--- config.mk ---
export PLATFORM = sky130hd
export DESIGN_NAME = uart_divlatch
export DESIGN_NICKNAME = d
export VERILOG_FILES = /design/src/rtl/uart_divlatch.sv
export SDC_FILE = /design/constraint.sdc
export NUM_CORES = 1
export LEC_CHECK = 0
export ABC_AREA = 1
export ABC_CLOCK_PERIOD_IN_PS = 3500
export BUFFER_PORTS_ARGS = -buffer_cell sky130_fd_sc_hd__buf_2
export CORE_UTILIZATION = 35
export CTS_BUF_LIST = sky130_fd_sc_hd__clkbuf_4
export CTS_CLUSTER_DIAMETER = 100
export DETAILED_ROUTE_END_ITERATION = 6
export GPL_TIMING_DRIVEN = 0
export HOLD_SLACK_MARGIN = 0.12
export PLACE_DENSITY_LB_ADDON = 0.15
export SYNTH_ARGS = -nofsm -noshare
export SYNTH_HDL_FRONTEND = slang
export SYNTH_SLANG_ARGS = --single-unit
export TNS_END_PERCENT = 20
--- constraint.sdc ---
create_clock -name clk -period 3.5 [get_ports clk]
set_input_delay 0.175 -clock clk [delete_from_list [all_inputs] [get_ports clk]]
set_output_delay 0.175 -clock clk [all_outputs]
set_load 0.05 [all_outputs]
--- src/rtl/uart_divlatch.sv ---
module uart_divlatch #(
  parameter int          DATA_W   = 8,
  parameter int          DIV_W    = 16,
  parameter int          OVS      = 16,
  parameter logic [15:0] DIV_INIT = 16'd1
) (
  input  logic        clk,
  input  logic        rst_n,
  input  logic [1:0]  addr,
  input  logic        wr_en,
  input  logic        rd_en,
  input  logic [7:0]  wdata,
  output logic [7:0]  rdata,
  input  logic        rxd,
  output logic        txd
);
  localparam int CW   = $clog2(OVS);
  localparam int BW   = $clog2(DATA_W);
  localparam logic [CW-1:0] LAST = CW'(OVS - 1);
  localparam logic [CW-1:0] HALF = CW'(OVS / 2 - 1);

  typedef enum logic [1:0] {S_IDLE, S_START, S_DATA, S_STOP} ser_t;

  // divisor latch and tick
  logic [7:0]       div_lo, div_hi;
  logic [DIV_W-1:0] div_eff, bcnt;
  logic             tick;
  wire  [15:0]      div_raw = {div_hi, div_lo};
  wire              div_wr  = wr_en && (addr == 2'd1 || addr == 2'd2);

  assign div_eff = (div_raw == 16'd0) ? DIV_W'(1) : DIV_W'(div_raw);
  assign tick    = (bcnt >= div_eff - DIV_W'(1));

  always_ff @(posedge clk or negedge rst_n)
    if (!rst_n) begin
      div_lo <= DIV_INIT[7:0];
      div_hi <= DIV_INIT[15:8];
      bcnt   <= '0;
    end else begin
      if (wr_en && addr == 2'd1) div_lo <= wdata;
      if (wr_en && addr == 2'd2) div_hi <= wdata;
      bcnt <= tick ? '0 : bcnt + DIV_W'(1);
    end

  // transmitter
  ser_t              tx_st;
  logic [DATA_W-1:0] thr, tsh;
  logic              thr_full;
  logic [CW-1:0]     tcnt;
  logic [BW-1:0]     tbit;
  wire               thr_wr  = wr_en && addr == 2'd0;
  wire               tx_load = tick && tx_st == S_IDLE && thr_full;

  always_ff @(posedge clk or negedge rst_n)
    if (!rst_n) begin
      tx_st <= S_IDLE; thr <= '0; tsh <= '0; thr_full <= 1'b0;
      tcnt <= '0; tbit <= '0;
    end else begin
      if (thr_wr) thr <= wdata;
      thr_full <= thr_wr ? 1'b1 : (tx_load ? 1'b0 : thr_full);
      if (tick) begin
        case (tx_st)
          S_IDLE: if (thr_full) begin
            tsh <= thr; tx_st <= S_START; tcnt <= '0;
          end
          S_START: begin
            tcnt <= tcnt + CW'(1);
            if (tcnt == LAST) begin tx_st <= S_DATA; tbit <= '0; end
          end
          S_DATA: begin
            tcnt <= tcnt + CW'(1);
            if (tcnt == LAST) begin
              tsh  <= tsh >> 1;
              tbit <= tbit + BW'(1);
              if (tbit == BW'(DATA_W - 1)) tx_st <= S_STOP;
            end
          end
          S_STOP: begin
            tcnt <= tcnt + CW'(1);
            if (tcnt == LAST) tx_st <= S_IDLE;
          end
        endcase
      end
    end

  assign txd = (tx_st == S_START) ? 1'b0 : (tx_st == S_DATA) ? tsh[0] : 1'b1;

  // receiver
  ser_t              rx_st;
  logic              rx_m, rx_s, rx_prev;
  logic [DATA_W-1:0] rsh, rbr;
  logic [CW-1:0]     rcnt;
  logic [BW-1:0]     rbit;
  logic              dr, ferr;
  wire               rx_done = tick && rx_st == S_STOP && rcnt == LAST;

  always_ff @(posedge clk or negedge rst_n)
    if (!rst_n) begin
      rx_m <= 1'b1; rx_s <= 1'b1; rx_prev <= 1'b1;
      rx_st <= S_IDLE; rsh <= '0; rbr <= '0; rcnt <= '0; rbit <= '0;
      dr <= 1'b0; ferr <= 1'b0;
    end else begin
      rx_m <= rxd;
      rx_s <= rx_m;
      if (tick) begin
        rx_prev <= rx_s;
        case (rx_st)
          S_IDLE: if (rx_prev && !rx_s) begin rx_st <= S_START; rcnt <= '0; end
          S_START: begin
            rcnt <= rcnt + CW'(1);
            if (rcnt == HALF) begin
              rcnt  <= '0;
              rbit  <= '0;
              rx_st <= rx_s ? S_IDLE : S_DATA;
            end
          end
          S_DATA: begin
            rcnt <= rcnt + CW'(1);
            if (rcnt == LAST) begin
              rsh  <= {rx_s, rsh[DATA_W-1:1]};
              rbit <= rbit + BW'(1);
              if (rbit == BW'(DATA_W - 1)) rx_st <= S_STOP;
            end
          end
          S_STOP: begin
            rcnt <= rcnt + CW'(1);
            if (rcnt == LAST) rx_st <= S_IDLE;
          end
        endcase
      end
      if (rx_done) begin
        rbr  <= rsh;
        dr   <= 1'b1;
        ferr <= !rx_s;
      end else if (rd_en && addr == 2'd0) begin
        dr <= 1'b0;
      end
    end

  // register read
  wire       tx_idle = !thr_full && tx_st == S_IDLE;
  wire [7:0] lsr     = {1'b0, tx_idle, !thr_full, 1'b0, ferr, 2'b00, dr};

  always_comb
    case (addr)
      2'd0:    rdata = 8'(rbr);
      2'd1:    rdata = div_lo;
      2'd2:    rdata = div_hi;
      default: rdata = lsr;
    endcase

  // assertions
  assert_zero_div_R2: assert property (@(posedge clk) disable iff (!rst_n)
    (div_raw == 16'd0) |-> tick);
  assert_tick_gap_R2: assert property (@(posedge clk) disable iff (!rst_n)
    (tick && div_eff > DIV_W'(1) && !div_wr) |=> !tick);
  assert_thr_write_R4: assert property (@(posedge clk) disable iff (!rst_n)
    thr_wr |=> !lsr[5]);
  assert_dr_source_R5: assert property (@(posedge clk) disable iff (!rst_n)
    $rose(dr) |-> $past(rx_done));
  assert_dr_clear_R6: assert property (@(posedge clk) disable iff (!rst_n)
    (rd_en && addr == 2'd0 && !rx_done) |=> !dr);
  assert_idle_line_R3: assert property (@(posedge clk) disable iff (!rst_n)
    lsr[6] |-> txd);
endmodule

==> implementation parameters <==
Parameter                              Value

Run status
  Outcome ... finished clean

Yosys
  Yosys warns ... 0
  Simple-gate area share of the yosys netlist ... 0.259
  Area share of the largest cell type after synthesis ... 0.425
  Post-synthesis share of cell area spent on full adders, half adders and majority gates ... 0.0734
  Cells taking the most area after synthesis ... dfrtp_1 43%, nand2_1 12%, ha_1 7.3%
  Compound-Gate Fraction of Synth Area ... 0.110
  Fraction of the yosys area taken by sequential cells ... 0.446
  Share of synthesized flip-flops with an asynchronous set or reset ... 1.00
  Synth Register Bits ... 88
  Most frequent cells after synthesis ... 164 x nand2_1, 84 x dfrtp_1, 57 x inv_1
  Most frequently used cell type in the post-synthesis netlist ... nand2_1
  Multiplexer area fraction after synthesis ... 0.0142
  Cell Area, Synth ... 0.00494 mm^2
  Combinational family with the most area after synthesis ... simple AND/OR/NAND/NOR gates
  Net count after synthesis ... 630
  Parity-gate share of the synthesized area counting xor and xnor cells ... 0.0337
  Mean post-synth cell area ... 8.44 um^2
  Dominant cell type by area after synthesis ... dfrtp_1
  EDFF count, synth ... 0
  Count of distinct cell types in the synthesized netlist ... 40
  Mapped Cells ... 586
  Top_reg_cell synth ... dfrtp_1

Die
  Chip width ... 121 um
  Number of ports placed on the die boundary ... 24
  Core area ... 0.0138 mm^2
  Die area ... 0.0146 mm^2
  Number of rows created at floorplan ... 43
  Starting density of the core ... 0.358
  Die outline height ... 121 um

Clocking
  Clock net sink count ... 88
  Number of buffers created by CTS ... 9
  Largest buffer count on any clock path ... 2
  TritonCTS clock tree ... yes
  Insertion delay of the later-clocked pin in the worst-skew pair ... 470 ps
  Clk pin slew, worst setup/hold paths ... 140 ps
  Total number of H-tree levels ... 3
  Clock root cell ... clkbuf_4

Critical path
  Startpoint of the lowest-slack register-to-register path ... div_hi[0]
  Register-to-Register Path Depth ... 21
  CP startpoint kind ... flip-flop
  Category of the critical setup timing path ... flip-flop to flip-flop
  FF-to-FF End ... tsh[6]
  Peak fanout along the critical path ... 10
  Data arrival, critical path ... 3650 ps
  Required time at the endpoint of the critical path ... 3870 ps
  Timing startpoint of the critical path ... div_hi[0]
  FF-to-FF setup slack ... 220 ps
  Critical Path Sink ... tsh[6]
  Type of destination of the critical path ... flip-flop

Finish
  Layout-stage area growth over the synthesis result ... 17.2%
  Layout Utilization ... 0.419
  Share of cells above drive strength 1 ... 0.198
  Filler Cells Inserted ... 1401
  Net count reported at finish ... 691

Global route
  Sum of overflow across all layers after global routing ... 0
  Initial antenna violation count ... 1
  Wire length of the first global-routing pass ... 19500 um
  GRT Util Overall ... 0.174
  Vias in the first global route ... 3941
  Largest net degree at the start of global routing ... 62

Timing
  Final hold slack ... 157 ps
  Transition time at the pin with the least slew margin ... 422 ps
  Setup slack of the critical path after layout ... 221 ps
  Max Clock Skew ... 17.3 ps
  Relative slew slack ... 0.718
  Max-slew violation count ... 0
  Total count of hold-check failures in the final report ... 0
  Final period utilization ... 0.937
  Setup Viol. Count Final ... 0
  Time the final worst path needs with I/O delays and setup ... 3280 ps
  Fmax achieved ... 0.305 GHz

Detailed routing
  DRC violation count after routing ... 0
  Routed Antenna Nets ... 0
  Via-to-Cell Ratio ... 4.79
  Drt total wl ... 11700 um
  Violation count after the first detailed-routing iteration ... 151
  Total number of vias ... 3987
  Average wire length per cell after detail routing ... 14.0 um
  Count of TritonRoute iterations in the first routing pass ... 6

Pwr
  Cell leakage power ... 2.72 nW
  Overall Power ... 3.04 mW
  Pwr dens ... 525 mW/mm^2
  IR Drop Worst-Case VDD ... 0.327 mV

Placement
  Setup slack at placement ... -102 ps
  Total of buffers placed on input and output ports ... 23
  DP HPWL ... 8260 um
  Routability-driven placement congestion ratio ... 0.837

Job
  Maximum capacitance violations ... 0

Hold path
  Tightest Hold Check Type ... primary input to asynchronous set/reset pin
==> worst min-delay path by stage <==
stage,endpoint,slack [ps],depth (start not counted)
finish,tsh[3],160,2
global route,tsh[3],160,2
CTS,div_hi[6],140,2
detailed placement,tsh[3],130,1
global placement,rx_m,280,1
floorplan,asynchronous set/reset pin,-120,0
==> cell families (layout without fill, tap and decap cells) <==
group                      Yosys count  after routing
AOI/OAI and AO/OA                   97             97
adders and majority gates           29             29
xor gates and xnor gates            19             19
other                                0              1
muxes                                7              7
DFF                                 88             88
and+or+nand+nor                    273            274
buffers and inverters               73            138
==> sequential cells by signal, indices dropped and copies added, names as in the netlist, 2 cells and up, named ones only <==
| register | flops |
|---|---|
| tcnt | 4 |
| bcnt | 16 |
| rbr | 8 |
| thr | 8 |
| rbit | 3 |
| rsh | 8 |
| tsh | 8 |
| tx_st | 2 |
| tbit | 3 |
| div_hi | 8 |
| div_lo | 8 |
| rcnt | 4 |
==> per-layer routing <==
layer | up-vias | wire length (um) | track usage
met5 | - | 0 | 0
met4 | 0 | 112 | 0.0494
met3 | 6 | 374 | 0.0453
met2 | 51 | 5500 | 0.269
met1 | 1883 | 5670 | 0.237
li1 | 2047 | - | -
==> area by class of cell <==
type	count	area (um^2)	share of cell area
Clock buffer	10	75.1	0.0130
Multi-Input combinational cell	426	2500	0.432
Clock inverter	6	60.1	0.0104
Antenna cell	1	2.50	0.000432
Timing Repair Buffer	49	383	0.0661
Sequential cell	88	2220	0.383
Buffer	11	93.8	0.0162
Tap cell	180	225	0.0389
Inverter	62	233	0.0402
==> cells in the final DEF (no fill, tap or decap), drive strengths merged, types with 2 or more instances in the layout <==
| cell | netlist | routed |
|---|---|---|
| a211oi | 2 | 2 |
| buf | 8 | 43 |
| or2 | 2 | 2 |
| nor2 | 48 | 48 |
| xnor2 | 6 | 6 |
| dfrtp | 84 | 84 |
| nor4 | 4 | 4 |
| clkbuf | 3 | 14 |
| nand3 | 22 | 22 |
| o2111ai | 2 | 2 |
| inv | 62 | 62 |
| xor2 | 13 | 13 |
| ha | 29 | 29 |
| nand2 | 171 | 172 |
| mux2i | 7 | 7 |
| a21oi | 18 | 18 |
| o21ai | 69 | 69 |
| dfstp | 4 | 4 |
| clkinv | 0 | 5 |
| nor3 | 11 | 11 |
| nand4 | 10 | 10 |
| nor3b | 4 | 4 |
| dlygate4sd3 | 0 | 13 |
| o211ai | 3 | 3 |
==> critical path: stages (launching register included) <==
cell and delay (ps):
dfrtp_2 490, nor2_2 190, nand2_1 100, nor2_1 100, nand2_1 60, nand2_1 110, inv_2 80, ha_4 170
nand2_1 140, nor2_4 60, buf_4 130, nand2_1 60, xor2_1 70, ha_1 300, nand4_1 160, nor3_4 240
nand2_2 130, nand2_4 150, nand3_4 130, buf_8 180, nand2_1 80, o21ai_2 50
==> power by group <==
group	switching, mW	internal (mW)	leakage (nW)
clock	0.360	0.223	0.0754
combinational	0.685	0.424	1.50
sequential	0.174	1.18	1.15
==> stage by stage <==
stage	TNS (ps)	instance area [um^2]	instances
CTS	0	5620	821
global placement	-112	5280	789
detailed placement	-1210	5310	790
finish	0	5790	833
floorplan	0	4940	586
global route	-28.0	5790	833
==> repair_timing <==
action | in CTS | in global routing
endpoints found under the setup margin | 61 | 62
pin swaps | 2 | 6
buffers inserted | 2 | 9
hold buffers | 13 | 0
gates resized for setup | 9 | 20
hold endpoints to repair | 110 | 0
gates cloned | 0 | 2
(Power assumes the default switching activity.)
